$ cat src/rtl/sb_pkg.sv
// Shared constants and types for the scoreboard controller.
// Assumes five units in a fixed order: load, mul0, mul1, add, div.
package sb_pkg;
    localparam int NFU  = 5;
    localparam int NREG = 16;
    localparam int RW   = $clog2(NREG);
    localparam int UW   = $clog2(NFU + 1);
    localparam int IW   = $clog2(NFU);

    localparam int U_LOAD = 0;
    localparam int U_MUL0 = 1;
    localparam int U_MUL1 = 2;
    localparam int U_ADD  = 3;
    localparam int U_DIV  = 4;

    typedef enum logic [1:0] {
        OP_LOAD = 2'd0,
        OP_ADD  = 2'd1,
        OP_MUL  = 2'd2,
        OP_DIV  = 2'd3
    } op_e;

    // Per-unit status record; a unit code of 0 in qj/qk means "no producer".
    typedef struct packed {
        logic          busy;
        op_e           op;
        logic [RW-1:0] fi;
        logic [RW-1:0] fj;
        logic [RW-1:0] fk;
        logic [UW-1:0] qj;
        logic [UW-1:0] qk;
        logic          rj;
        logic          rk;
        logic          fin;
    } fu_rec_t;
endpackage

$ cat src/rtl/sb_fu_timer.sv
// Stub functional unit: a countdown loaded on the operand read pulse.
// Raises done in the cycle LAT cycles after the read cycle.
// Assumes start never arrives while a count is running.
module sb_fu_timer #(
    parameter int LAT = 2
) (
    input  logic clk,
    input  logic rst_n,
    input  logic start,
    output logic done
);
    localparam int CW = $clog2(LAT + 1);

    logic [CW-1:0] cnt;

    // Load on start, then count down to zero.
    always_ff @(posedge clk) begin
        if (!rst_n)
            cnt <= '0;
        else if (start)
            cnt <= CW'(LAT);
        else if (cnt != '0)
            cnt <= cnt - 1'b1;
    end

    // Completion is flagged on the last counted cycle.
    assign done = (cnt == CW'(1));

    assert_start_idle_R4: assert property (@(posedge clk) disable iff (!rst_n)
        start |-> (cnt == '0));
    assert_done_ends_R4: assert property (@(posedge clk) disable iff (!rst_n)
        done |=> (cnt == '0));
endmodule

$ cat src/rtl/sb_wb_pick.sv
// Write-back arbiter: grants the lowest-numbered requesting unit.
// Purely combinational; assumes requests are stable within the cycle.
module sb_wb_pick #(
    parameter int N = 5
) (
    input  logic [N-1:0] req,
    output logic [N-1:0] grant
);
    // Isolate the lowest set request bit.
    always_comb begin
        grant = req & (~req + N'(1));
    end
endmodule

$ cat src/rtl/sb_issue_ctrl.sv
// Centralised scoreboard: in-order issue, out-of-order read/execute/write.
// Issue stalls on a busy unit or a pending writer of the destination;
// read waits for all sources; write waits while an unread older copy
// of the destination is still needed. No register renaming.
module sb_issue_ctrl
    import sb_pkg::*;
#(
    parameter int LAT_LOAD = 1,
    parameter int LAT_ADD  = 2,
    parameter int LAT_MUL  = 10,
    parameter int LAT_DIV  = 40,
    parameter int TAG_W    = 4
) (
    input  logic                 clk,
    input  logic                 rst_n,
    input  logic                 in_valid,
    input  logic [1:0]           in_op,
    input  logic [3:0]           in_dst,
    input  logic [3:0]           in_src1,
    input  logic [3:0]           in_src2,
    input  logic [TAG_W-1:0]     in_tag,
    output logic                 stall,
    output logic                 issue_fire,
    output logic [2:0]           issue_unit,
    output logic [4:0]           rd_grant,
    output logic [4:0]           ex_done,
    output logic [4:0]           wb_grant,
    output logic [4:0]           fu_busy,
    output logic [5*TAG_W-1:0]   fu_tag
);
    fu_rec_t          fu    [NFU];
    logic [TAG_W-1:0] tag_q [NFU];
    logic [UW-1:0]    rstat [NREG];

    op_e           op_in;
    logic [IW-1:0] tgt;
    logic          can_issue;
    logic [UW-1:0] q_s1, q_s2;
    logic          byp1, byp2;
    fu_rec_t       new_rec;
    logic [NFU-1:0] war, wb_req;

    assign op_in = op_e'(in_op);

    // Pick the target unit for the offered instruction.
    always_comb begin
        case (op_in)
            OP_LOAD: tgt = IW'(U_LOAD);
            OP_ADD:  tgt = IW'(U_ADD);
            OP_DIV:  tgt = IW'(U_DIV);
            default: tgt = fu[U_MUL0].busy ? IW'(U_MUL1) : IW'(U_MUL0);
        endcase
    end

    // Issue decision: structural and destination-in-flight checks.
    assign can_issue  = in_valid && !fu[tgt].busy && (rstat[in_dst] == '0);
    assign issue_fire = can_issue;
    assign stall      = in_valid && !can_issue;
    assign issue_unit = UW'(tgt) + UW'(1);

    // Source producers, released if that producer writes this very cycle.
    always_comb begin
        q_s1 = rstat[in_src1];
        q_s2 = rstat[in_src2];
        byp1 = (q_s1 != '0) && wb_grant[IW'(q_s1 - UW'(1))];
        byp2 = (q_s2 != '0) && wb_grant[IW'(q_s2 - UW'(1))];
    end

    // Build the status record loaded into the target unit on issue.
    always_comb begin
        new_rec      = '0;
        new_rec.busy = 1'b1;
        new_rec.op   = op_in;
        new_rec.fi   = in_dst;
        new_rec.fj   = in_src1;
        new_rec.fk   = in_src2;
        new_rec.qj   = (op_in == OP_LOAD || byp1) ? '0 : q_s1;
        new_rec.qk   = (op_in == OP_LOAD || byp2) ? '0 : q_s2;
        new_rec.rj   = (new_rec.qj == '0);
        new_rec.rk   = (new_rec.qk == '0);
    end

    // Read-before-write conflict per finished unit.
    always_comb begin
        for (int u = 0; u < NFU; u++) begin
            war[u] = 1'b0;
            for (int f = 0; f < NFU; f++) begin
                if (f != u && fu[f].busy &&
                    ((fu[f].fj == fu[u].fi && fu[f].rj) ||
                     (fu[f].fk == fu[u].fi && fu[f].rk)))
                    war[u] = 1'b1;
            end
            wb_req[u]   = fu[u].fin && !war[u];
            rd_grant[u] = fu[u].busy && fu[u].rj && fu[u].rk;
        end
    end

    sb_wb_pick #(.N(NFU)) u_pick (.req(wb_req), .grant(wb_grant));

    // One countdown stub per unit, latency chosen by unit kind.
    for (genvar g = 0; g < NFU; g++) begin : g_unit
        localparam int L = (g == U_LOAD) ? LAT_LOAD :
                           (g == U_ADD)  ? LAT_ADD  :
                           (g == U_DIV)  ? LAT_DIV  : LAT_MUL;
        sb_fu_timer #(.LAT(L)) u_tmr (
            .clk(clk), .rst_n(rst_n), .start(rd_grant[g]), .done(ex_done[g]));
        assign fu_busy[g] = fu[g].busy;
        assign fu_tag[g*TAG_W +: TAG_W] = tag_q[g];

        assert_done_busy_R4: assert property (@(posedge clk) disable iff (!rst_n)
            ex_done[g] |-> (fu[g].busy && !fu[g].fin));
        assert_wb_frees_R6: assert property (@(posedge clk) disable iff (!rst_n)
            wb_grant[g] |=> !fu_busy[g]);
        assert_read_once_R3: assert property (@(posedge clk) disable iff (!rst_n)
            rd_grant[g] |=> !rd_grant[g]);
    end

    // Scoreboard state update: read, wake-up, completion, write, issue.
    always_ff @(posedge clk) begin
        if (!rst_n) begin
            for (int u = 0; u < NFU; u++) begin
                fu[u]    <= '0;
                tag_q[u] <= '0;
            end
            for (int r = 0; r < NREG; r++)
                rstat[r] <= '0;
        end else begin
            for (int u = 0; u < NFU; u++) begin
                if (rd_grant[u]) begin
                    fu[u].rj <= 1'b0;
                    fu[u].rk <= 1'b0;
                end
                for (int w = 0; w < NFU; w++) begin
                    if (wb_grant[w] && fu[u].qj == UW'(w + 1)) begin
                        fu[u].qj <= '0;
                        fu[u].rj <= 1'b1;
                    end
                    if (wb_grant[w] && fu[u].qk == UW'(w + 1)) begin
                        fu[u].qk <= '0;
                        fu[u].rk <= 1'b1;
                    end
                end
                if (ex_done[u])
                    fu[u].fin <= 1'b1;
                if (wb_grant[u]) begin
                    fu[u].busy <= 1'b0;
                    fu[u].fin  <= 1'b0;
                end
            end
            for (int w = 0; w < NFU; w++)
                if (wb_grant[w])
                    rstat[fu[w].fi] <= '0;
            if (issue_fire) begin
                fu[tgt]       <= new_rec;
                tag_q[tgt]    <= in_tag;
                rstat[in_dst] <= issue_unit;
            end
        end
    end

    assert_wb_onehot_R8: assert property (@(posedge clk) disable iff (!rst_n)
        $onehot0(wb_grant));
    assert_dest_owned_R1: assert property (@(posedge clk) disable iff (!rst_n)
        issue_fire |=> (rstat[$past(in_dst)] == $past(issue_unit)));
    assert_div_op_R2: assert property (@(posedge clk) disable iff (!rst_n)
        fu[U_DIV].busy |-> (fu[U_DIV].op == OP_DIV));
endmodule

$ cat config.mk
export PLATFORM = sky130hd
export DESIGN_NAME = sb_issue_ctrl
export DESIGN_NICKNAME = d
export VERILOG_FILES = /design/src/rtl/sb_pkg.sv /design/src/rtl/sb_fu_timer.sv /design/src/rtl/sb_wb_pick.sv /design/src/rtl/sb_issue_ctrl.sv
export SDC_FILE = /design/constraint.sdc
export NUM_CORES = 1
export LEC_CHECK = 0
export CAP_MARGIN = 20
export CORE_MARGIN = 2
export CORE_UTILIZATION = 35
export CTS_CLUSTER_DIAMETER = 50
export DETAILED_ROUTE_END_ITERATION = 10
export GPL_ROUTABILITY_DRIVEN = 0
export GPL_TIMING_DRIVEN = 0
export SLEW_MARGIN = 5
export SYNTH_ARGS = -nofsm -noshare
export SYNTH_HDL_FRONTEND = slang
export SYNTH_SLANG_ARGS = --single-unit
$ cat constraint.sdc
create_clock -name clk -period 5.54 [get_ports clk]
set_clock_uncertainty 0.05 [all_clocks]
set_input_delay 1.108 -clock clk [delete_from_list [all_inputs] [get_ports clk]]
set_output_delay 1.108 -clock clk [all_outputs]
set_load 0.01 [all_outputs]
* Yosys cells after proc, flatten, opt, wreduce, memory -nomap -nowiden
Memory sizes are Yosys's and may differ from the RTL's. Cells that the tools add are included.
Storage, ports and cells: bits in registers 17, RAM bits 188, output and inout bits 45, logic and storage cells 814, memories 3
Cells by class: $add $sub $neg 9, magnitude comparators 2, eq/ne operators 96, mux-type cells 383, bitwise operators 128, reduce and logical (&&, ||, !) cells 184
Memory list:
- fu | words 5, width 24, read ports 6, clocked after Yosys merged registers in 0, write ports 6, line sb_issue_ctrl.sv:31 | fu_rec_t fu [NFU];
- rstat | words 16, width 3, read ports 3, clocked after Yosys merged registers in 0, write ports 16, line sb_issue_ctrl.sv:33 | logic [UW-1:0] rstat [NREG];
- tag_q | words 5, width 4, read ports 5, clocked after Yosys merged registers in 0, write ports 5, line sb_issue_ctrl.sv:32 | logic [TAG_W-1:0] tag_q [NFU];
Operator list (number):
- $mux W1 | 305
- $mux W3 | 59
- $eq A4 B4 Y1 | 40
- $logic_and A1 B1 Y1 | 130
- $or A1 B1 Y1 | 125
- $eq A3 B2 Y1 const B | 20
- $eq A3 B3 Y1 const B | 20
- $mux W4 | 11
- $eq A3 B1 Y1 const B | 10
- $logic_or A1 B1 Y1 | 22
- $reduce_or A3 Y1 | 6
- $mux W6 | 2
- $reduce_bool A2 Y1 | 5
- $logic_not A3 Y1 | 3
- $pmux W3 S3 | 1
- $eq A4 B1 Y1 const B | 2
- $lt A3 B4 Y1 const B | 2
- $reduce_bool A4 Y1 | 2
- $reduce_or A2 Y1 | 4
- $sub A4 B1 Y4 const B | 2
- $logic_not A1 Y1 | 7
- $bmux W1 S3 | 2
- $eq A6 B1 Y1 const B | 1
- $mux W2 | 3
- other kinds (15) | 18

* Logic depth before layout (Yosys ltp)
Gate-level depths: netlist of run 1. An unclocked memory read counts as a cell.
depth in word-level cells 23, gate-level depth with buffers 14, depth with buffers taken out 11

* Hierarchy
A second synthesis of run 1 with hierarchy kept.
Second synthesis, totals: cells, all modules 1251, area, all modules 12215.5 sq um
Modules (own cells, without submodules):
- sb_issue_ctrl | times used 1, cells an instance 1166, area each 11421.0 sq um
- sb_fu_timer (g_unit[1].u_tmr ...) | times used 2, cells an instance 18, area each 161.4 sq um
- sb_fu_timer (g_unit[4].u_tmr) | times used 1, cells an instance 35, area each 320.3 sq um
- sb_fu_timer (g_unit[3].u_tmr) | times used 1, cells an instance 6, area each 70.1 sq um
- sb_wb_pick | times used 1, cells an instance 6, area each 55.1 sq um
- sb_fu_timer (g_unit[0].u_tmr) | times used 1, cells an instance 2, area each 26.3 sq um

* Worst setup path before layout of run 1
No wires, ideal clock.
path kind input-to-output, start input in_op[1], end output issue_unit[2], data arrival time 3.286 ns, path slack 1.096 ns, stages on the path 8, path through clkbuf_1 > or3b_2 > nand2_1 > clkbuf_1 > ha_1 > xor2_1 > clkbuf_1 > inv_1
On the way: cells in the longest elaborated chain, start to end 3, elaborated cells on any way between the ends 5, those cells by class add/sub (1); eq/ne (2); mux (1); reduce/logical (1)
Ends and longest elaborated chain:
- from (decl) | line sb_issue_ctrl.sv:17 | input logic [1:0] in_op,
- $eq A2 B2 Y1 (tied with other cells) | line sb_issue_ctrl.sv:47 | case (op_in)
- $pmux W3 S3 (*) | line sb_issue_ctrl.sv:47
- $add A3 B1 Y3 (*) | line sb_issue_ctrl.sv:59 | assign issue_unit = UW'(tgt) + UW'(1);
- to (decl) | line sb_issue_ctrl.sv:24 | output logic [2:0] issue_unit,
Every way passes the cells marked *; elsewhere a longest branch is shown, timed or not.

* Final worst setup path of run 1
start input in_dst[1], end output issue_fire
On the way: cells in the longest elaborated chain, start to end 3
Ends and longest elaborated chain:
- from (decl) | line sb_issue_ctrl.sv:18 | input logic [3:0] in_dst,
- $mem_v2 Z16 W3
- $logic_not A3 Y1 | line sb_issue_ctrl.sv:56 | assign can_issue = in_valid && !fu[tgt].busy && (rstat[in_dst] == '0);
- $logic_and A1 B1 Y1 | line sb_issue_ctrl.sv:56
- to (decl) | line sb_issue_ctrl.sv:23 | output logic issue_fire,
Every way passes these cells.

==> results of run 1 <==
-- final cells by class --
type	instances	area share, %
clock inverters	15	1.234
clock buffers	17	3.086
plain buffers	91	3.440
inverters	27	0.7352
well taps	448	4.066
flip-flops and latches	195	40.45
repair buffers	56	4.066
multi-input cells	858	42.92
-- through the flow --
step	util, %	hold slack [ns]	setup WS [ns]	cells
after floorplan	-	0.3629	1.096	1171
after detailed placement	39.08	0.3938	-0.4599	1675
after global placement	39.08	0.3760	-0.4692	1675
final	40.90	0.4025	0.2382	1707
after CTS	40.88	0.4064	0.02484	1707
after global routing	40.90	0.4350	0.1007	1707
-- layout by cell type (no fill, tap or decap), drive strengths merged, types with 3 or more instances in the layout --
| master | count |
|---|---|
| nor3 | 70 |
| o22ai | 6 |
| o2bb2ai | 4 |
| or3 | 6 |
| mux2i | 14 |
| or2 | 10 |
| dfxtp | 28 |
| nand4 | 10 |
| clkdlybuf4s50 | 56 |
| conb | 6 |
| o211ai | 10 |
| nor4 | 26 |
| nor2b | 4 |
| and2 | 87 |
| ha | 7 |
| nor3b | 10 |
| buf | 52 |
| and3 | 11 |
| o21ai | 31 |
| nand3b | 3 |
| o31ai | 4 |
| a21oi | 23 |
| mux4 | 29 |
| a211oi | 3 |
| clkbuf | 56 |
| clkinv | 7 |
| nand2b | 10 |
| nor4b | 6 |
| nand3 | 61 |
| nand2 | 97 |
| xor2 | 69 |
| inv | 33 |
| nor2 | 92 |
| edfxtp | 167 |
| a311oi | 4 |
| o311ai | 9 |
| a31oi | 11 |
| xnor2 | 95 |
-- final timing paths --
check | end | start | cells past startpoint | slack (ns)
setup reg to reg | rstat[4][2] | fu[1][23] | 12 | 0.98
hold / removal | g_unit[3].u_tmr.cnt[0] | g_unit[3].u_tmr.cnt[0] | 1 | 0.40
setup / recovery | issue_fire | in_dst[1] | 7 | 0.24
hold reg to reg | g_unit[3].u_tmr.cnt[0] | g_unit[3].u_tmr.cnt[0] | 1 | 0.40
-- critical path, stage by stage --
cell and delay [ns]:
clkdlybuf4s50_1 0.52, clkbuf_1 0.51, nand2_1 0.30, nor4_1 0.24, nor4_1 0.12, nor4_2 0.66, clkdlybuf4s50_1 0.68
-- cells in the mapped netlist, drive strengths merged (14+ instances only) --
library cell | n | area [um2]
dfxtp | 28 | 560.5
mux2i | 14 | 140.1
nor4 | 26 | 162.7
nand2 | 97 | 364.1
buf | 52 | 324.0
mux4 | 29 | 653.1
nand3 | 61 | 305.3
a21oi | 23 | 118.9
clkbuf | 39 | 147.6
xor2 | 69 | 604.3
and2 | 87 | 546.8
edfxtp | 167 | 5015
inv | 26 | 97.59
nor2 | 92 | 345.3
nor3 | 70 | 350.3
xnor2 | 95 | 832.1
o21ai | 31 | 155.1
-- where the power goes --
part | internal [mW] | total, mW | switching (mW)
combinational | 0.267 | 0.677 | 0.410
clock | 0.643 | 1.27 | 0.630
sequential | 1.68 | 1.76 | 0.0798
-- kinds of logic (layout without fill, tap and decap cells) --
family                     count (synthesis)  after routing  synth area share, %
adders and majority gates                  7              7               0.7280
buffers and inverters                    118            206                4.763
muxes                                     45             45                6.781
AOI/OAI and AO/OA                        130            130                7.780
other                                      1              6              0.03117
DFF                                      195            195                46.34
and+or+nand+nor                          506            506                21.63
xor gates and xnor gates                 164            164                11.94
-- sequential cells by signal (all words and copies together) (netlist names) --
signal / count
g_unit.u_tmr.cnt: 16
fu: 110
tag_q: 20
g_unit.u_tmr.done: 1
rstat: 48
-- per-layer routing --
metal | share of wire [%] | wire, um | up-vias | global-route usage (%)
met5 | 0.064 | 25 | - | 0
met3 | 8.7 | 3419 | 100 | 4.856
met2 | 46 | 18140 | 519 | 35.49
met4 | 3.6 | 1403 | 4 | 9.123
li1 | - | - | 4326 | -
met1 | 41 | 16170 | 4671 | 28.76
-- repair_timing --
action                     CTS  global route
gates resized for setup      3             2
setup endpoints to repair    1            13
cloned                       0             0
==> flow_metrics.env, run 1 <==
export IMPL_ys_seq_area_share_pct=46.34
export IMPL_num_vias=9620
export IMPL_drv_slew=0
export IMPL_ys_seq_elements=195
export IMPL_ir_drop_uv=228.5
export IMPL_drc_errors=0
export IMPL_fillerInstances=3261
export IMPL_hold_viol=0
export IMPL_power_per_cell_area_nw_per_um2=268.9
export IMPL_slew_headroom_pct=19.98
export IMPL_synth_async_reset_ratio_pct=0
export IMPL_leakagePower_nw=4.966
export IMPL_cap_violations=0
export IMPL_cts_inserted_buffers=17
export IMPL_antenna_found_initial=4
export IMPL_grt_max_degree=20
export IMPL_cts_sinks=195
export IMPL_n_antenna_cell=0
export IMPL_die_y_um=189.4
export IMPL_clock_latency_ns=0.46
export IMPL_crit_required_ns=4.38
export IMPL_min_path_type="register to register"
export IMPL_ioPinCount=66
export IMPL_syn_area_per_cell_um2=10.32
export IMPL_nNetsFinal=1274
export IMPL_crit_fanout=10
export IMPL_place_hpwl_um=28470
export IMPL_cp_end_kind="primary output"
export IMPL_rsz0062_at_grt="false"
export IMPL_seq_area_um2=5575
export IMPL_yosysWarningCount=0
export IMPL_fp_row_count=67
export IMPL_drive_gt1_share_pct=11.76
export IMPL_place_area_um2=13170
export IMPL_final_setup_tns_ns=0
export IMPL_cts_tree="built"
export IMPL_status="finished, final reports clean"
export IMPL_vias_per_cell=5.636
export IMPL_die_w_um=189.4
export IMPL_worst_pin_slew_ns=1.196
export IMPL_ctsHoldBuffers=0
export IMPL_drt_iter0_markers=1024
export IMPL_post_cts_buffers=0
export IMPL_synthCells=1166
export IMPL_drt_total_wl_um=39160
export IMPL_netlist_area_um2=12030
export IMPL_arrival_ns=4.14
export IMPL_setup_viol=0
export IMPL_start_kind="input port"
export IMPL_grt_pass1_wl_um=58420
export IMPL_cts_path_max_buffers=2
export IMPL_wire_per_inst_um=22.94
export IMPL_synth_top_flop_cell="edfxtp_1"
export IMPL_clkTransAtPathRegs_ns=0.08
export IMPL_power_mw=3.706
export IMPL_yosysUniqueCellTypes=76
export IMPL_fp_dieArea_um2=35870
export IMPL_grt_overflow_total=0
export IMPL_stdcell_area_um2=13780
export IMPL_finalCritPeriodShare_pct=95.70
export IMPL_initial_core_util_pct=35.70
export IMPL_max_freq_mhz=188.6
export IMPL_cts_root_buf="clkbuf_16"
export IMPL_criticalPathCategory="input port to primary output"
export IMPL_multi_input_area_um2=5917
export IMPL_first_global_vias=9428
export IMPL_area_growth_syn_to_layout_pct=14.58
export IMPL_io_buffers=56
export IMPL_first_pass_iters=6
export IMPL_synth_edf_count=167
export IMPL_core_area_um2=33700
export IMPL_track_usage_pct=22.04
export IMPL_fin_crit_ns=5.302
export IMPL_ctsHtreeMaxLevel=4
export IMPL_ant_nets=0
(Power assumes the default switching activity.)
==> run 2, diff against run 1 <==
Settings changed: CAP_MARGIN 20 to 0, CORE_MARGIN 2 to 4.
==> run 2 against run 1 <==
Compared with the run above:
- critical path type unchanged
- critical endpoint is now issue_unit[2]
- wire length grew 1.5%
- clock power is essentially flat
- first-iteration DRC count grew 17%
- largest power group unchanged
==> flow_metrics.env, run 2 (synthesis results as in run 1) <==
export IMPL_ant_nets=0
export IMPL_crit_required_ns=4.38
export IMPL_min_path_cells=1
export IMPL_slew_headroom_pct=31.01
export IMPL_cts_inserted_buffers=17
export IMPL_clock_latency_ns=0.47
export IMPL_drt_total_wl_um=39750
export IMPL_arrival_ns=4.17
export IMPL_drv_slew=0
export IMPL_crit_fanout=10
export IMPL_r2r_start="fu[1][23]"
export IMPL_hold_start="g_unit[3].u_tmr.cnt[0]"
export IMPL_drive_gt1_share_pct=11.83
export IMPL_r2r_slack_ns=1.03
export IMPL_track_usage_pct=20.70
export IMPL_first_pass_iters=5
export IMPL_min_path_type="register to register"
export IMPL_start_kind="input port"
export IMPL_grt_pass1_wl_um=59470
export IMPL_holdPathEnd="g_unit[3].u_tmr.cnt[0]"
export IMPL_status="finished, final reports clean"
export IMPL_clkPwrFrac_pct=34.7
export IMPL_wire_per_inst_um=23.27
export IMPL_grt_use_met3_pct=3.705
export IMPL_io_buffers=56
export IMPL_area_growth_syn_to_layout_pct=14.60
export IMPL_vias_per_cell=5.713
export IMPL_clkTransAtPathRegs_ns=0.07
export IMPL_leakagePower_nw=4.967
export IMPL_power_per_cell_area_nw_per_um2=270.1
export IMPL_r2r_cells=12
export IMPL_fin_cells=1708
export IMPL_num_vias=9758
export IMPL_place_hpwl_um=28790
export IMPL_top_regs="fu: 110 flops, rstat: 48 flops, tag_q: 20 flops"
export IMPL_final_common_cell="edfxtp_1"
export IMPL_drt_iter0_markers=1196
export IMPL_finalCritPeriodShare_pct=96.17
export IMPL_criticalPathCategory="input port to primary output"
export IMPL_regMostFlops="fu"
export IMPL_p_int_mw=2.587
export IMPL_hold_viol=0
export IMPL_largest_reg_flops=110
export IMPL_fillerInstances=3271
export IMPL_worstSetupStartpoint="in_op[0]"
export IMPL_nNetsFinal=1274
export IMPL_max_freq_mhz=187.7
export IMPL_grt_max_degree=20
export IMPL_worst_pin_slew_ns=1.035
export IMPL_p_switching_mw=1.137
export IMPL_fp_dieArea_um2=37400
export IMPL_cts_root_buf="clkbuf_16"
export IMPL_initial_core_util_pct=35.70
export IMPL_ctsHtreeMaxLevel=4
export IMPL_grtUsageMet2_pct=33.06
export IMPL_drc_errors=0
export IMPL_cts_repair_resized=3
export IMPL_core_area_um2=33700
export IMPL_cts_sinks=195
export IMPL_cp_end_kind="primary output"
export IMPL_cts_path_max_buffers=2
export IMPL_final_cell_mix="167 x edfxtp_1, 96 x nand2_1, 95 x xnor2_1"
export IMPL_p_sw_share_pct=30.52
export IMPL_cts_tree="built"
export IMPL_antenna_found_initial=1
export IMPL_grt_overflow_total=0
export IMPL_top_usage_layer="met2"
export IMPL_dp_cells=1675
export IMPL_worstReg2RegEnd="rstat[4][1]"
export IMPL_ioPinCount=66
export IMPL_setup_viol=0
export IMPL_ir_drop_uv=244.9
export IMPL_post_cts_buffers=0
export IMPL_die_y_um=193.4
export IMPL_fin_hold_ws_ns=0.3930
export IMPL_first_global_vias=9296
export IMPL_p_seq_share_pct=47.2
export IMPL_fin_crit_ns=5.328
export IMPL_fp_row_count=67
export IMPL_grt_use_met1_pct=28.85
export IMPL_ctsHoldBuffers=0
export IMPL_pwr_share_comb_pct=18.1
export IMPL_die_w_um=193.4
export IMPL_rsz0062_at_grt="false"
export IMPL_cap_violations=0
## run 2: cell count changes in the layout (fill, tap and decap cells not counted), sizes merged
cell	before	now
diode	0	1
## run 2: final cells by class
cell class	instances	area [um2]	share of cell area [%]
multi-input combinational	858	5917	42.92
inverter	27	101.3	0.7351
timing repair buffer	56	560.5	4.066
buffer	91	474.2	3.440
sequential	195	5575	40.44
clock inverter	15	170.2	1.234
tap	448	560.5	4.066
clock buffer	17	425.4	3.086
antenna	1	2.502	0.01815
## run 2: worst max path at each step
| stage | end | slack [ns] |
|---|---|---|
| 3_3_place_gp | issue_unit[2] | -0.46 |
| 2_1_floorplan | issue_unit[2] | 1.10 |
| 4_1_cts | issue_unit[2] | 0.05 |
| 3_5_place_dp | issue_unit[2] | -0.52 |
| 6_report | issue_unit[2] | 0.21 |
| 5_1_grt | issue_unit[2] | 0.10 |
## run 2: per-stage QoR
step / TNS, ns / utilization (%) / total power, mW / setup slack, ns / instance area [um2]
2_1_floorplan: 0 / - / 2.213 / 1.096 / 12050
3_3_place_gp: -2.990 / 39.08 / 2.438 / -0.4581 / 13170
3_5_place_dp: -5.188 / 39.08 / 2.451 / -0.5227 / 13170
4_1_cts: 0 / 40.88 / 3.717 / 0.04531 / 13780
5_1_grt: 0 / 40.90 / 3.855 / 0.1005 / 13780
6_report: 0 / 40.91 / 3.724 / 0.2122 / 13790
## run 2: metal layers
metal  wire [um]  part of all wire, %
met5           0                    0
met1       16890                   42
met2       18290                   46
met4        1152                  2.9
met3        3420                  8.6
## run 2: worst max-delay path, stage by stage
cell and delay (ns):
clkbuf_1 0.26, or3b_2 0.58, nand2_2 0.29, clkbuf_2 0.31
ha_1 0.23, xor2_2 0.44, clkbuf_2 0.38, inv_1 0.07
clkdlybuf4s50_1 0.48
## run 2: power by group through the flow
stage / clock network [mW] / registers [mW] / logic (mW)
2_1_floorplan: 0 / 1.76 / 0.449
3_3_place_gp: 0 / 1.79 / 0.652
3_5_place_dp: 0 / 1.79 / 0.661
4_1_cts: 1.30 / 1.76 / 0.665
5_1_grt: 1.36 / 1.77 / 0.725
6_report: 1.29 / 1.76 / 0.676
